`config.mk`:
```
export PLATFORM = sky130hd
export DESIGN_NAME = flash_entry_seq
export DESIGN_NICKNAME = d
export VERILOG_FILES = /design/src/rtl/flash_entry_seq.sv
export SDC_FILE = /design/constraint.sdc
export NUM_CORES = 1
export LEC_CHECK = 0
export ABC_AREA = 1
export BUFFER_PORTS_ARGS = -buffer_cell sky130_fd_sc_hd__buf_2
export CAP_MARGIN = 5
export CORE_MARGIN = 3
export CORE_UTILIZATION = 45
export CTS_CLUSTER_DIAMETER = 120
export CTS_CLUSTER_SIZE = 14
export DETAILED_ROUTE_END_ITERATION = 8
export SLEW_MARGIN = 10
export SYNTH_ARGS = -nofsm -noshare
export SYNTH_HDL_FRONTEND = slang
export SYNTH_SLANG_ARGS = --single-unit
```
`constraint.sdc`:
```
create_clock -name clk -period 2.7 [get_ports clk]
set_clock_uncertainty 0.2 [all_clocks]
set_input_delay 0 -clock clk [delete_from_list [all_inputs] [get_ports clk]]
set_output_delay 0 -clock clk [all_outputs]
set_load 0.005 [all_outputs]
```
`src/rtl/flash_entry_seq.sv`:
```
module flash_entry_seq #(
  parameter int CODE_W = 3,
  parameter logic [CODE_W-1:0] CODE_NORMAL = 3'b001,
  parameter logic [CODE_W-1:0] CODE_FLASH  = 3'b011,
  parameter logic [CODE_W-1:0] CODE_INIT   = 3'b101,
  parameter int RST_CYCLES  = 16,
  parameter int DEADLINE_MS = 256
) (
  input  logic              clk,
  input  logic              rst_n,
  input  logic              wr_stb,
  input  logic [CODE_W-1:0] wr_code,
  input  logic              win_open,
  input  logic              period_end,
  input  logic              ms_tick,
  output logic              rst_req,
  output logic              flash_entered,
  output logic              seq_fail
);
  localparam int CNT_MAX = (RST_CYCLES > DEADLINE_MS) ? RST_CYCLES : DEADLINE_MS;
  localparam int CNT_W   = $clog2(CNT_MAX + 1);

  typedef enum logic [2:0] {ST_IDLE, ST_S1, ST_S2, ST_S3, ST_RST, ST_WAIT} st_t;

  st_t              st;
  logic             wrote;
  logic [CNT_W-1:0] cnt;
  logic             ent_q, fail_q;
  logic [CODE_W-1:0] want;
  logic             stepping, good_step, init_wr;

  assign stepping  = (st == ST_S1) || (st == ST_S2) || (st == ST_S3);
  assign want      = (st == ST_S2) ? CODE_NORMAL : CODE_FLASH;
  assign good_step = wr_stb && win_open && !wrote && (wr_code == want);
  assign init_wr   = wr_stb && (wr_code == CODE_INIT);

  assign rst_req       = (st == ST_RST);
  assign flash_entered = ent_q;
  assign seq_fail      = fail_q;

  always_ff @(posedge clk or negedge rst_n) begin
    if (!rst_n) begin
      st     <= ST_IDLE;
      wrote  <= 1'b0;
      cnt    <= '0;
      ent_q  <= 1'b0;
      fail_q <= 1'b0;
    end else begin
      ent_q  <= 1'b0;
      fail_q <= 1'b0;
      if (st == ST_IDLE) begin
        wrote <= 1'b0;
        if (wr_stb && win_open && wr_code == CODE_NORMAL) begin
          st    <= ST_S1;
          wrote <= !period_end;
        end
      end else if (stepping) begin
        if (wr_stb) begin
          if (good_step) begin
            wrote <= !period_end;
            if (st == ST_S3) begin
              st  <= ST_RST;
              cnt <= '0;
            end else begin
              st <= (st == ST_S1) ? ST_S2 : ST_S3;
            end
          end else begin
            st <= ST_IDLE;
          end
        end else if (period_end) begin
          if (!wrote) st <= ST_IDLE;
          else        wrote <= 1'b0;
        end
      end else if (st == ST_RST) begin
        if (cnt == CNT_W'(RST_CYCLES - 1)) begin
          st  <= ST_WAIT;
          cnt <= '0;
        end else begin
          cnt <= cnt + 1'b1;
        end
      end else if (st == ST_WAIT) begin
        if (init_wr) begin
          ent_q <= 1'b1;
          st    <= ST_IDLE;
        end else if (ms_tick) begin
          if (cnt == CNT_W'(DEADLINE_MS - 1)) begin
            fail_q <= 1'b1;
            st     <= ST_IDLE;
          end else begin
            cnt <= cnt + 1'b1;
          end
        end
      end else begin
        st <= ST_IDLE;
      end
    end
  end

  a_r7_rst_hold: assert property (@(posedge clk) disable iff (!rst_n)
    (rst_req && cnt != CNT_W'(RST_CYCLES - 1)) |=> rst_req);
  a_r2_fall_to_wait: assert property (@(posedge clk) disable iff (!rst_n)
    $fell(rst_req) |-> (st == ST_WAIT));
  a_r8_entry_single: assert property (@(posedge clk) disable iff (!rst_n)
    flash_entered |=> !flash_entered);
  a_r9_fail_single: assert property (@(posedge clk) disable iff (!rst_n)
    seq_fail |=> !seq_fail);
  a_r11_exclusive: assert property (@(posedge clk) disable iff (!rst_n)
    !(flash_entered && seq_fail));
  a_r12_no_reset_at_outcome: assert property (@(posedge clk) disable iff (!rst_n)
    (flash_entered || seq_fail) |-> !rst_req);
endmodule

```
Yosys cells after proc, flatten, opt, wreduce, memory -nomap -nowiden
Cells that the tools add are included.
W data, S select, Z words.
{"block": "word_totals", "regBits": 15, "input_bits": 9, "word_cells": 90}
{"block": "classes", "addsub": 1, "n_eq_ne": 22, "muxes": 44, "bitwise": 1, "reduce_logical": 17}
{"operator": "$mux W9", "count": 10}
{"operator": "$mux W3", "count": 14}
{"operator": "$mux W1", "count": 19}
{"operator": "$add A9 B1 Y9 const B", "count": 1}
{"operator": "$eq A3 B3 Y1 const B", "count": 3}
{"operator": "$eq A9 B4 Y1 const B", "count": 1}
{"operator": "$eq A9 B8 Y1 const B", "count": 1}
{"operator": "$reduce_bool A3 Y1", "count": 3}
{"operator": "$ne A4 B3 Y1 const B", "count": 2}
{"operator": "$reduce_and A8 Y1", "count": 1}
{"operator": "$eq A3 B1 Y1 const B", "count": 2}
{"operator": "$eq A3 B2 Y1 const B", "count": 2}
{"operator": "$ne A2 B1 Y1 const B", "count": 3}
{"operator": "$ne A3 B3 Y1 const B", "count": 2}
{"operator": "$ne A6 B5 Y1 const B", "count": 1}
{"operator": "$ne A6 B6 Y1 const B", "count": 1}
{"operator": "$reduce_and A6 Y1", "count": 1}
{"operator": "$logic_and A1 B1 Y1", "count": 5}
{"operator": "$ne A4 B1 Y1 const B", "count": 1}
{"operator": "$eq A3 B2 Y1", "count": 1}
{"operator": "$logic_not A3 Y1", "count": 1}
{"operator": "$ne A3 B1 Y1 const B", "count": 1}
{"operator": "$reduce_and A3 Y1", "count": 1}
{"operator": "$logic_not A1 Y1", "count": 2}
{"operator": "other kinds (5)", "count": 6}

Longest topological paths before layout
{"block": "depth", "word_depth": 8, "mapped_depth": 12, "depth_no_buf": 12}

Worst setup path before layout
Ideal clock, no wire load.
{"block": "synth_timing", "kind": "register to register", "from": "register cnt[0]", "to": "register cnt[0]", "setup_time_ns": 0.116, "arrival_time_ns": 1.671, "required_time_ns": 2.384, "path_slack_ns": 0.713, "path_stages_with_launch": 12, "n_path_buf": 0, "synth_period_minus_slack_ns": 1.987, "cell_sequence": "dfrtp_1 -> ha_1 -> nand3_1 -> nor2_1 -> nand3_1 -> nor2_1 -> ha_1 -> nand3b_1 -> nand2_4 -> nand3_2 -> nand2_1 -> nand2_1"}
{"block": "synth_via", "elab_chain_cells": 7}
{"item": "from (decl)", "line": "27", "rtl": "logic [CNT_W-1:0] cnt;"}
{"item": "from (signal assigned)", "line": "79", "rtl": "cnt <= cnt + 1'b1;"}
{"item": "from (signal assigned)", "line": "90", "rtl": "cnt <= cnt + 1'b1;"}
{"item": "$add A9 B1 Y9", "line": "79, 90"}
{"item": "$mux W9", "line": "86", "rtl": "if (cnt == CNT_W'(DEADLINE_MS - 1)) begin"}
{"item": "$mux W9", "line": "85", "rtl": "end else if (ms_tick) begin"}
{"item": "$mux W9", "line": "82", "rtl": "if (init_wr) begin"}
{"item": "$mux W9", "line": "81", "rtl": "end else if (st == ST_WAIT) begin"}
{"item": "$mux W9", "line": "74", "rtl": "end else if (st == ST_RST) begin"}
{"item": "$mux W9", "line": "57", "rtl": "end else if (stepping) begin"}
Several ways; a longest one is shown, not always the timed one. The select of a mux whose other input is x is not followed.
A chain may end at the register's enable or synchronous reset.

Worst setup path in the final report
{"block": "layout_timing", "from": "register st[0]", "to": "register wrote"}
{"block": "layout_via", "elab_chain_cells": 6}
{"item": "from (decl)", "line": "25", "rtl": "st_t st;"}
{"item": "from (signal assigned)", "line": "65", "rtl": "st <= (st == ST_S1) ? ST_S2 : ST_S3;"}
{"item": "$eq A3 B2 Y1", "line": "32, 33"}
{"item": "$mux W2", "line": "33", "rtl": "assign want = (st == ST_S2) ? CODE_NORMAL : CODE_FLASH;"}
{"item": "$eq A3 B2 Y1", "line": "34", "rtl": "assign good_step = wr_stb && win_open && !wrote && (wr_code == want);"}
{"item": "$logic_and A1 B1 Y1", "line": "34"}
{"item": "$ne A3 B1 Y1 (no source line)"}
{"item": "$reduce_and A3 Y1 (no source line)"}
{"item": "to (signal assigned)", "line": "55", "rtl": "wrote <= !period_end;"}
{"item": "to (signal assigned)", "line": "60", "rtl": "wrote <= !period_end;"}
{"item": "to (decl)", "line": "26", "rtl": "logic wrote;"}
Several ways; a longest one is shown, not always the timed one.

==> results.json <==
{
  "drt_iter0_drc": 39,
  "yosysWarnings": 0,
  "synth_adder_area_share": 0.0218,
  "p_clk_frac": 0.183,
  "hpwl_mm": 1.89,
  "grt_pass1_vias": 1020,
  "hold_viol": 0,
  "synth_cell_type_count": 24,
  "multi_input_area_um2": 652,
  "detail-route-antenna-nets": 0,
  "synth_area_leader_cell": "dfrtp_1",
  "grt_max_degree": 16,
  "port_buffers": 11,
  "die_x_um": 56.6,
  "insertion_delay_ns": 0.28,
  "wl_met3_um": 94,
  "clockBufferDepth": 2,
  "power.internal_uw": 401,
  "fillers": 226,
  "switchingPower_uw": 311,
  "numCtsBuffers": 3,
  "routed_wl_mm": 2.49,
  "worstPathArrival_ns": 2.50,
  "m1WireLength_mm": 1.37,
  "leakage_uw": 0.000766,
  "die_y_um": 56.6,
  "synth_top_area_share": 0.326,
  "highest-signal-layer": "met4",
  "period_minus_slack_ns": 2.48,
  "grt_usage": 0.173,
  "start_kind": "register",
  "post_dp_cell_area_um2": 1230,
  "synthXorXnorAreaFrac": 0.0229,
  "ys_seq_area_frac": 0.326,
  "die-area_um2": 3200,
  "outcome": "finished, final reports clean",
  "synth_compound_area_frac": 0.0653,
  "relSlewSlack": 0.539,
  "cts.sinks": 15,
  "wl_met2_mm": 1.01,
  "gp_congestion": 0.859,
  "regArea_um2": 375,
  "path_clk_slew_ns": 0.09,
  "synth_area_leaders": "dfrtp_1 (33%), nand2_1 (24%), inv_1 (7.8%)",
  "root_buffer": "clkbuf_4",
  "rsz0062_at_grt": "no",
  "critPathMaxFanout": 5,
  "fin_tns_setup_ns": 0,
  "required_ns": 2.72,
  "antenna_cells": 0,
  "synth_nets": 190,
  "start_util": 0.496,
  "drc": 0,
  "p_total_uw": 711,
  "period_share": 0.918,
  "h-tree-depth": 1,
  "avgSynthCellArea_um2": 6.42,
  "drive_gt1_frac": 0.158,
  "vias_per_cell": 4.69,
  "nets": 214,
  "p_per_area_nw_per_um2": 525,
  "setup_viol": 0,
  "area_delta_synth_final_pct": 17.8,
  "worst_pin_slew_ns": 0.689,
  "coreArea_um2": 2320,
  "postLayoutCellArea_um2": 1360,
  "cpMaxStageDelayCell": "dlygate4sd3_1",
  "cts_resized": 0,
  "cap_violations": 0,
  "antenna_found_initial": 0,
  "drt-wirelength-per-cell_um": 10.8,
  "combPwrFrac": 0.446,
  "irDropWorstVdd_uv": 312,
  "synthMuxAreaShare": 0,
  "ys_ff_latch": 15,
  "maxSlewViolCount": 0,
  "drtPass1Iterations": 4,
  "worstSetupEndpointType": "register",
  "syn-cell-area_um2": 1150,
  "max_stage_delay_ns": 0.56,
  "synth_cells": 179,
  "p_seq_frac": 0.371,
  "cts_tree": "done",
  "swShare": 0.437,
  "crit_chain": "inv_2 -> nand2_4 -> nor2_1 -> o21ai_0 -> nand2_1 -> dlygate4sd3_1 -> o21ai_0 -> dlygate4sd3_1",
  "vias": 1078,
  "grt_pass1_wl_mm": 4.45,
  "critPathKind": "register to register",
  "yosys.area_share.simple": 0.457,
  "min_path_type": "input pin to register",
  "overflow": 0,
  "io_pins": 12,
  "rows": 17,
  "synth_top_family_by_area": "simple AND/OR/NAND/NOR gates",
  "max_freq_ghz": 0.403
}
[stage by stage]
stage | util | hold slack [ns] | cells | setup WS [ns]
2_1_floorplan | - | -0.496 | 179 | 0.713
3_3_place_gp | 0.529 | -0.274 | 216 | 0.578
3_5_place_dp | 0.529 | -0.273 | 216 | 0.535
4_1_cts | 0.584 | 0.0327 | 230 | 0.261
5_1_grt | 0.584 | 0.0927 | 230 | 0.106
6_report | 0.584 | 0.0463 | 230 | 0.221
[kinds of logic (layout without fill, tap and decap cells)]
group,count (synthesis),after routing
and+or+nand+nor,114,114
buffers and inverters,31,54
DFF,15,15
AOI/OAI and AO/OA,14,14
xor gates and xnor gates,3,3
adders and majority gates,2,2
[power groups by stage]
stage               sequential, µW  clock [µW]  combinational (µW)
floorplan                      262           0                 240
global placement               266           0                 300
detailed placement             267           0                 302
CTS                            263         136                 318
global route                   266         144                 355
finish                         264         130                 317
[timing repair]
item,in CTS,in global routing
setup endpoints to repair,0,0
setup buffers,0,0
hold buffers,10,0
hold endpoints to repair,18,0
[worst paths after layout]
| check | slack (ns) | startpoint | depth (start not counted) | to |
|---|---|---|---|---|
| setup / recovery | 0.22 | st[0] | 8 | wrote |
| max in group asynchronous | 1.25 | rst_n | 3 | wrote |
| hold / removal | 0.05 | wr_code[2] | 6 | st[1] |
| min in group asynchronous | 0.61 | rst_n | 3 | st[0] |
| setup reg to reg | 0.22 | st[0] | 8 | wrote |
| hold reg to reg | 0.34 | cnt[1] | 2 | cnt[1] |
[critical path, delay by kind of cell, from the launching register on]
family / cells / cell delay (ns)
flip-flops: 1 / 0.47
buffers and inverters: 3 / 1.20
AO/OA/AOI/OAI: 2 / 0.32
AND/OR/NAND/NOR: 3 / 0.23
[cells in the final DEF (no fill, tap or decap), drive strengths merged]
cell type	synthesis	layout
o21ai	5	5
inv	28	28
nor3	4	4
a31oi	1	1
xnor2	1	1
nand3b	1	1
xor2	2	2
nand3	12	12
buf	2	11
nor2	18	18
dfrtp	15	15
clkinv	1	2
ha	2	2
nand2	79	79
a21oi	8	8
dlygate4sd3	0	10
clkbuf	0	3
[area by class of cell]
class                           count  area share
Multi-Input combinational cell    133       0.481
Clock inverter                      1     0.00369
Sequential cell                    15       0.277
Tap cell                           28      0.0259
Inverter                           29      0.0813
Timing Repair Buffer               21       0.114
Clock buffer                        3      0.0166
[layer usage]
metal  global-route usage  vias up
met3               0.0299        2
met5                    0        -
met1                0.265      468
met2                0.254       18
met4               0.0305        0
li1                     -      590
[Yosys cell counts, drive strengths merged]
cell / instances
ha: 2
o21ai: 5
a31oi: 1
xnor2: 1
xor2: 2
buf: 2
dfrtp: 15
nand3b: 1
nor3: 4
a21oi: 8
nor2: 18
inv: 28
nand3: 12
clkinv: 1
nand2: 79
[flip-flops by register name (all words and copies together) (netlist names)]
signal and count:
st 3, flash_entered 1, wrote 1, seq_fail 1, cnt 9
Note: power is estimated with default switching activity, not from simulation.
